[config.mk]
export PLATFORM = sky130hd
export DESIGN_NAME = smul_seq_top
export DESIGN_NICKNAME = d
export VERILOG_FILES = /design/src/rtl/smul_pkg.sv /design/src/rtl/smul_mag.sv /design/src/rtl/smul_step.sv /design/src/rtl/smul_sign_fix.sv /design/src/rtl/smul_seq_top.sv
export SDC_FILE = /design/constraint.sdc
export NUM_CORES = 1
export LEC_CHECK = 0
export BUFFER_PORTS_ARGS = -buffer_cell sky130_fd_sc_hd__buf_2
export CAP_MARGIN = 10
export CORE_MARGIN = 2
export CORE_UTILIZATION = 46
export DETAILED_ROUTE_END_ITERATION = 10
export PLACE_DENSITY = 0.7
export SYNTH_ARGS = -nofsm -noshare
export SYNTH_HDL_FRONTEND = slang
export SYNTH_HIERARCHICAL = 1
export SYNTH_SLANG_ARGS = --single-unit
export TNS_END_PERCENT = 30
[constraint.sdc]
create_clock -name clk -period 2.8 [get_ports clk]
set_clock_uncertainty 0.1 [all_clocks]
set_input_delay 0.28 -clock clk [delete_from_list [all_inputs] [get_ports clk]]
set_output_delay 0.28 -clock clk [all_outputs]
set_load 0.05 [all_outputs]
[src/rtl/smul_pkg.sv]
package smul_pkg;

  localparam int unsigned SMUL_W_DEF = 8;

  typedef enum logic [1:0] {
    PH_IDLE = 2'd0,
    PH_RUN  = 2'd1,
    PH_DONE = 2'd2
  } smul_phase_e;

endpackage

[src/rtl/smul_mag.sv]
module smul_mag #(
  parameter int unsigned W = 8
) (
  input  logic [W-1:0] val_i,
  output logic [W-1:0] mag_o,
  output logic         neg_o
);

  always_comb begin
    neg_o = val_i[W-1];
    if (val_i[W-1]) begin
      mag_o = ~val_i + W'(1);
    end else begin
      mag_o = val_i;
    end
  end

endmodule

[src/rtl/smul_step.sv]
module smul_step #(
  parameter int unsigned W = 8
) (
  input  logic [W-1:0] mcand_i,
  input  logic         gate_i,
  input  logic [W-1:0] acc_i,
  output logic [W-1:0] acc_o,
  output logic         lsb_o
);

  logic [W-1:0] row;
  logic [W:0]   sum;

  always_comb begin
    row   = mcand_i & {W{gate_i}};
    sum   = {1'b0, acc_i} + {1'b0, row};
    acc_o = sum[W:1];
    lsb_o = sum[0];
  end

endmodule

[src/rtl/smul_sign_fix.sv]
module smul_sign_fix #(
  parameter int unsigned PW = 16
) (
  input  logic [PW-1:0] mag_i,
  input  logic          neg_i,
  output logic [PW-1:0] res_o
);

  always_comb begin
    if (neg_i) begin
      res_o = ~mag_i + PW'(1);
    end else begin
      res_o = mag_i;
    end
  end

endmodule

[src/rtl/smul_seq_top.sv]
module smul_seq_top #(
  parameter int unsigned W = smul_pkg::SMUL_W_DEF
) (
  input  logic           clk,
  input  logic           rst_n,
  input  logic           load_i,
  input  logic           shift_en_i,
  input  logic [W-1:0]   mcand_i,
  input  logic [W-1:0]   mplier_i,
  output logic [2*W-1:0] product_o,
  output logic           done_o
);
  import smul_pkg::*;

  localparam int unsigned PW = 2 * W;
  localparam int unsigned CW = $clog2(W + 1);
  localparam logic [CW-1:0] LAST_STEP = CW'(W - 1);

  logic [W-1:0]  mag_a, mag_b;
  logic          neg_a, neg_b;
  logic [W-1:0]  mcand_q, mcand_d;
  logic [W-1:0]  mq_q, mq_d;
  logic [W-1:0]  acc_q, acc_d;
  logic [W-1:0]  lo_q, lo_d;
  logic [CW-1:0] cnt_q, cnt_d;
  logic          neg_q, neg_d;
  logic [PW-1:0] prod_q, prod_d;
  smul_phase_e   phase_q, phase_d;
  logic [W-1:0]  acc_nx;
  logic          lsb_nx;
  logic [PW-1:0] final_mag, final_res;
  logic          step_en;

  smul_mag #(.W(W)) u_mag_a (.val_i(mcand_i),  .mag_o(mag_a), .neg_o(neg_a));
  smul_mag #(.W(W)) u_mag_b (.val_i(mplier_i), .mag_o(mag_b), .neg_o(neg_b));

  smul_step #(.W(W)) u_step (
    .mcand_i (mcand_q),
    .gate_i  (mq_q[0]),
    .acc_i   (acc_q),
    .acc_o   (acc_nx),
    .lsb_o   (lsb_nx)
  );

  assign final_mag = {acc_nx, lsb_nx, lo_q[W-1:1]};

  smul_sign_fix #(.PW(PW)) u_fix (
    .mag_i (final_mag),
    .neg_i (neg_q),
    .res_o (final_res)
  );

  assign step_en = shift_en_i && (phase_q == PH_RUN);

  always_comb begin
    mcand_d = mcand_q;
    mq_d    = mq_q;
    acc_d   = acc_q;
    lo_d    = lo_q;
    cnt_d   = cnt_q;
    neg_d   = neg_q;
    prod_d  = prod_q;
    phase_d = phase_q;
    if (load_i) begin
      mcand_d = mag_a;
      mq_d    = mag_b;
      acc_d   = '0;
      lo_d    = '0;
      cnt_d   = '0;
      neg_d   = neg_a ^ neg_b;
      prod_d  = '0;
      phase_d = PH_RUN;
    end else if (step_en) begin
      acc_d = acc_nx;
      lo_d  = {lsb_nx, lo_q[W-1:1]};
      mq_d  = mq_q >> 1;
      cnt_d = cnt_q + CW'(1);
      if (cnt_q == LAST_STEP) begin
        prod_d  = final_res;
        phase_d = PH_DONE;
      end
    end
  end

  always_ff @(posedge clk or negedge rst_n) begin
    if (!rst_n) begin
      mcand_q <= '0;
      mq_q    <= '0;
      acc_q   <= '0;
      lo_q    <= '0;
      cnt_q   <= '0;
      neg_q   <= 1'b0;
      prod_q  <= '0;
      phase_q <= PH_IDLE;
    end else begin
      mcand_q <= mcand_d;
      mq_q    <= mq_d;
      acc_q   <= acc_d;
      lo_q    <= lo_d;
      cnt_q   <= cnt_d;
      neg_q   <= neg_d;
      prod_q  <= prod_d;
      phase_q <= phase_d;
    end
  end

  assign product_o = prod_q;
  assign done_o    = (phase_q == PH_DONE);

  // a load always restarts, even with shift_en_i high
  assert_load_restart_R1: assert property (@(posedge clk) disable iff (!rst_n)
    load_i |=> (!done_o && product_o == '0 && cnt_q == '0));

  // an idle cycle freezes all visible state and progress
  assert_stall_hold_R4: assert property (@(posedge clk) disable iff (!rst_n)
    (!load_i && !shift_en_i) |=> ($stable(product_o) && $stable(done_o) && $stable(cnt_q)));

  // result holds once finished until a new load
  assert_done_hold_R9: assert property (@(posedge clk) disable iff (!rst_n)
    (done_o && !load_i) |=> (done_o && $stable(product_o)));

  // done rises only when the step counter reaches its end
  assert_done_count_R3: assert property (@(posedge clk) disable iff (!rst_n)
    $rose(done_o) |-> (cnt_q == CW'(W) && $past(step_en)));

  // a positive-signed result never has its top bit set
  assert_pos_sign_R6: assert property (@(posedge clk) disable iff (!rst_n)
    (done_o && !neg_q) |-> !product_o[PW-1]);

  // reset clears the visible outputs
  always_comb begin
    if (!rst_n) begin
      assert_reset_clear_R10: assert (!done_o && product_o == '0);
    end
  end

endmodule

==> flow_results.org <==
** Critical path
- The worst register-to-register path begins at mq_q[0].
- Data on the critical path arrives at its endpoint at between 3 and 4 ns.
- Path depth of the worst reg2reg path :: 11
- Worst path required time :: 2.94 ns
- Category of the most critical setup path :: register to register
- STA classifies the critical path endpoint as a register.
- The most critical setup path has its endpoint at product_o[15].
- Crit Reg-Reg Endpoint :: product_o[15]
- STA classifies the critical path startpoint as a register.
- The worst register-to-register path has a setup slack of -0.31 ns.
- In this run the worst setup path begins at mq_q[0].
- Of all nets on the critical path, the largest fanout is 6.

** Outcome
- Violations in the final reports :: negative setup slack
- The run finished, with violations left.

** Floorplanning
- Row generation in the floorplan step produced 31 rows.
- The die is 90.11 um wide.
- Starting Density :: roughly 47%
- Area inside the core boundary :: 7214 um^2
- Die Y :: 90.11 um
- Full die area :: 8120 um^2
- Boundary Pins :: 37

** Job
- The tool flagged a number of max-cap violations equal to 0.

** Global routing
- Number of global-route vias before repair :: 2,571
- Total track usage :: approximately 17%
- Remaining global-route overflow :: 0
- Number of antenna violations at the first check in global routing :: 0
- The first global-routing pass estimated 11.34 mm of wire.
- Pin count of the biggest net entering global routing :: 38

** Synthesis
- Fraction of the yosys area taken by sequential cells :: 39.62%
- In the synthesized netlist the dominant register cell turns out to be sky130_fd_sc_hd__dfrtp_1.
- Number of flops mapped to enable cells by yosys :: 0
- Cell count after synthesis :: 360
- Synth async-reset ratio :: 100.0%
- Post-Syn Area :: between 3000 and 4000 um^2
- Flop and latch count out of synthesis :: 54
- Post-synth cell types :: 44
- Yosys warning total :: 6
- Number of nets in the synthesized netlist :: around 390
- After synthesis, the mean cell area works out to 9.474 um^2.

** Drt
- Total via count in the routed design :: 2,577
- In the final routed layout, each cell accounts on average for 12.64 um.
- DRC viols :: 0
- For this block, the initial DRC count from the detailed router was 85.
- Post-DR vias/cell :: 5.043
- DR pass1 iterations :: 4
- Detailed-route wire length :: about 6.5 mm
- Antenna viol nets, final :: 0

** Clock tree
- The clock net in this run drives a total of 54 sinks.
- Clock edge transition at the registers on the reported setup and hold paths :: 0.10 ns
- Clk_lat worst skew :: approximately 0.31 ns
- Buffers from clock root to sink, at most :: 2
- TritonCTS built the clock tree.
- Library cell used as clock root buffer :: sky130_fd_sc_hd__clkbuf_8
- In this run, CTS created clock tree buffers numbering 5.
- The H-tree generated during clock tree synthesis spans 2 levels.

** Cells and area
- The final layout contains 444 nets.
- Antenna diodes :: 0
- In the layout the commonest cells are sky130_fd_sc_hd__nand2_1 (57), sky130_fd_sc_hd__dfrtp_1 (53), sky130_fd_sc_hd__nand2b_1 (36), sky130_fd_sc_hd__buf_2 (36), sky130_fd_sc_hd__buf_4 (27).
- Relative to the synthesized area, the layout overhead comes to 18.16%.
- Fraction of final layout cells with drive strength greater than 1 :: 26.46%
- Commonest non-fill, non-tap cell in the layout :: sky130_fd_sc_hd__nand2_1

** Timing
- RSZ-0062 raised after global routing :: true
- Of the available clock period, the critical path in the final layout requires 111.2%.
- Number of hold-slack violations in the final timing report :: 0
- Headroom to the max-slew limit came out at 57.01%.
- For the pin with the worst max-slew slack, the measured transition is ~0.64 ns.
- In the final timing run, aggregate negative setup slack is -0.6019 ns.
- The worst path in the final design needs a cycle of 3.114 ns, including I/O delays and setup.
- Setup slack after layout :: -0.3139 ns
- Max-slew violation count :: 0
- Total of endpoints with negative setup slack in the final report :: 4
- FMAX :: 321.1 MHz

** Min path
- Worst hold path stage count :: 3
- The worst hold path begins at mplier_i[0].
- The tightest min-delay check is of the input pin to register type.

** Placement
- Routability-driven placement finished with a final weighted congestion of 0.8563.
- Count of input and output buffers :: 36
- Minimum setup slack after placement :: -0.3650 ns
- Final HPWL from detailed placement :: 4.733 mm

** Power and ir drop
- Across the VDD grid, the largest voltage drop is approximately 0.00023 V.
- Reported leakage power :: 1.829 nW
- Cell Pwr Density :: 485.9 nW/um^2
## how the worst min path moves through the flow
| stage | to | slack [ns] |
|---|---|---|
| finish | mq_q[0] | 0.13 |
| global route | mq_q[0] | 0.14 |
| detailed placement | product_o[14] | 0.20 |
| CTS | mq_q[0] | 0.12 |
| floorplan | acc_q[0] | -0.12 |
| global placement | product_o[11] | 0.19 |
## report_power, final
part           internal, W  switching [W]  leakage [nW]
clock             0.000268       0.000263        0.0585
sequential        0.000822      0.0000407         0.714
combinational     0.000294       0.000270          1.06
## registers in the layout, indices dropped and copies added (netlist names)
name       count
neg_q          1
product_o     16
mq_q           8
mcand_q        8
phase_q        2
cnt_q          4
acc_q          8
lo_q           7
## Yosys cell counts (all sizes together), types with 2 or more instances
cell / n / area, um^2
or3: 9 / 71.32
buf: 14 / 110.1
o41ai: 2 / 25.03
xor2: 7 / 61.31
nand2: 57 / 214.0
a21o: 2 / 15.01
ha: 12 / 150.1
o21bai: 2 / 15.01
clkbuf: 7 / 26.28
and2: 8 / 50.05
nand2b: 36 / 225.2
nor2b: 2 / 12.51
o21ai: 21 / 105.1
xnor2: 23 / 201.4
nand3: 3 / 15.01
a311o: 2 / 20.02
mux2: 8 / 90.09
o31ai: 7 / 62.56
nor3: 3 / 20.02
dfrtp: 54 / 1351
mux2i: 24 / 240.2
nor2: 4 / 15.01
inv: 14 / 52.55
nor4: 3 / 18.77
or4: 3 / 22.52
a21oi: 24 / 120.1
## layout make-up
class	count	area, um^2
clock inverters	3	43.79
repair buffers	65	404.1
well taps	99	123.9
fillers	674	3184
multi-input cells	271	1984
clock buffers	5	68.82
flip-flops and latches	54	1353
inverters	14	52.55
## stage by stage
step	utilization, %	std cells	area (um^2)	power (W)	hold slack (ns)
after floorplan	-	360	3450	0.001202	-0.1156
after global placement	52.83	499	3811	0.001359	0.1916
after detailed placement	52.83	499	3811	0.001376	0.1988
after CTS	55.41	511	3998	0.001956	0.1204
after global routing	55.86	511	4030	0.002069	0.1381
final	55.86	511	4030	0.001958	0.1285
## metal layers
layer	global-route usage [%]	vias to the layer above	wire length, um
met1	21.18	1210	3122
met5	0	-	0
met3	2.598	8	211
met4	4.487	0	63
li1	-	1314	-
met2	29.45	45	3063
## worst max-delay path: stages (launching register included)
cell	delay [ns]
sky130_fd_sc_hd__dfrtp_2	0.45
sky130_fd_sc_hd__and2_1	0.18
sky130_fd_sc_hd__ha_4	0.29
sky130_fd_sc_hd__inv_2	0.04
sky130_fd_sc_hd__a311o_1	0.33
sky130_fd_sc_hd__a311o_1	0.30
sky130_fd_sc_hd__or3_4	0.34
sky130_fd_sc_hd__or4_4	0.45
sky130_fd_sc_hd__o41ai_4	0.23
sky130_fd_sc_hd__xnor2_1	0.15
sky130_fd_sc_hd__nand2b_1	0.07
sky130_fd_sc_hd__mux2i_1	0.12
## cells by family after synthesis
group,after synthesis,synth area share [%]
AO/OA/AOI/OAI,64,11.74
XOR/XNOR,30,7.704
AND/OR/NAND/NOR,132,20.73
buffers and inverters,35,5.539
adder cells (fa/ha/maj),13,4.989
multiplexers,32,9.685
flip-flops,54,39.62
## what timing repair did
action	CTS	global route
hold buffers	1	0
endpoints found under the setup margin	5	6
buffers inserted	3	0
gates resized for setup	8	7
pin swaps	5	4
endpoints found under the hold margin	23	0
Note: power is estimated with default switching activity, not from simulation.
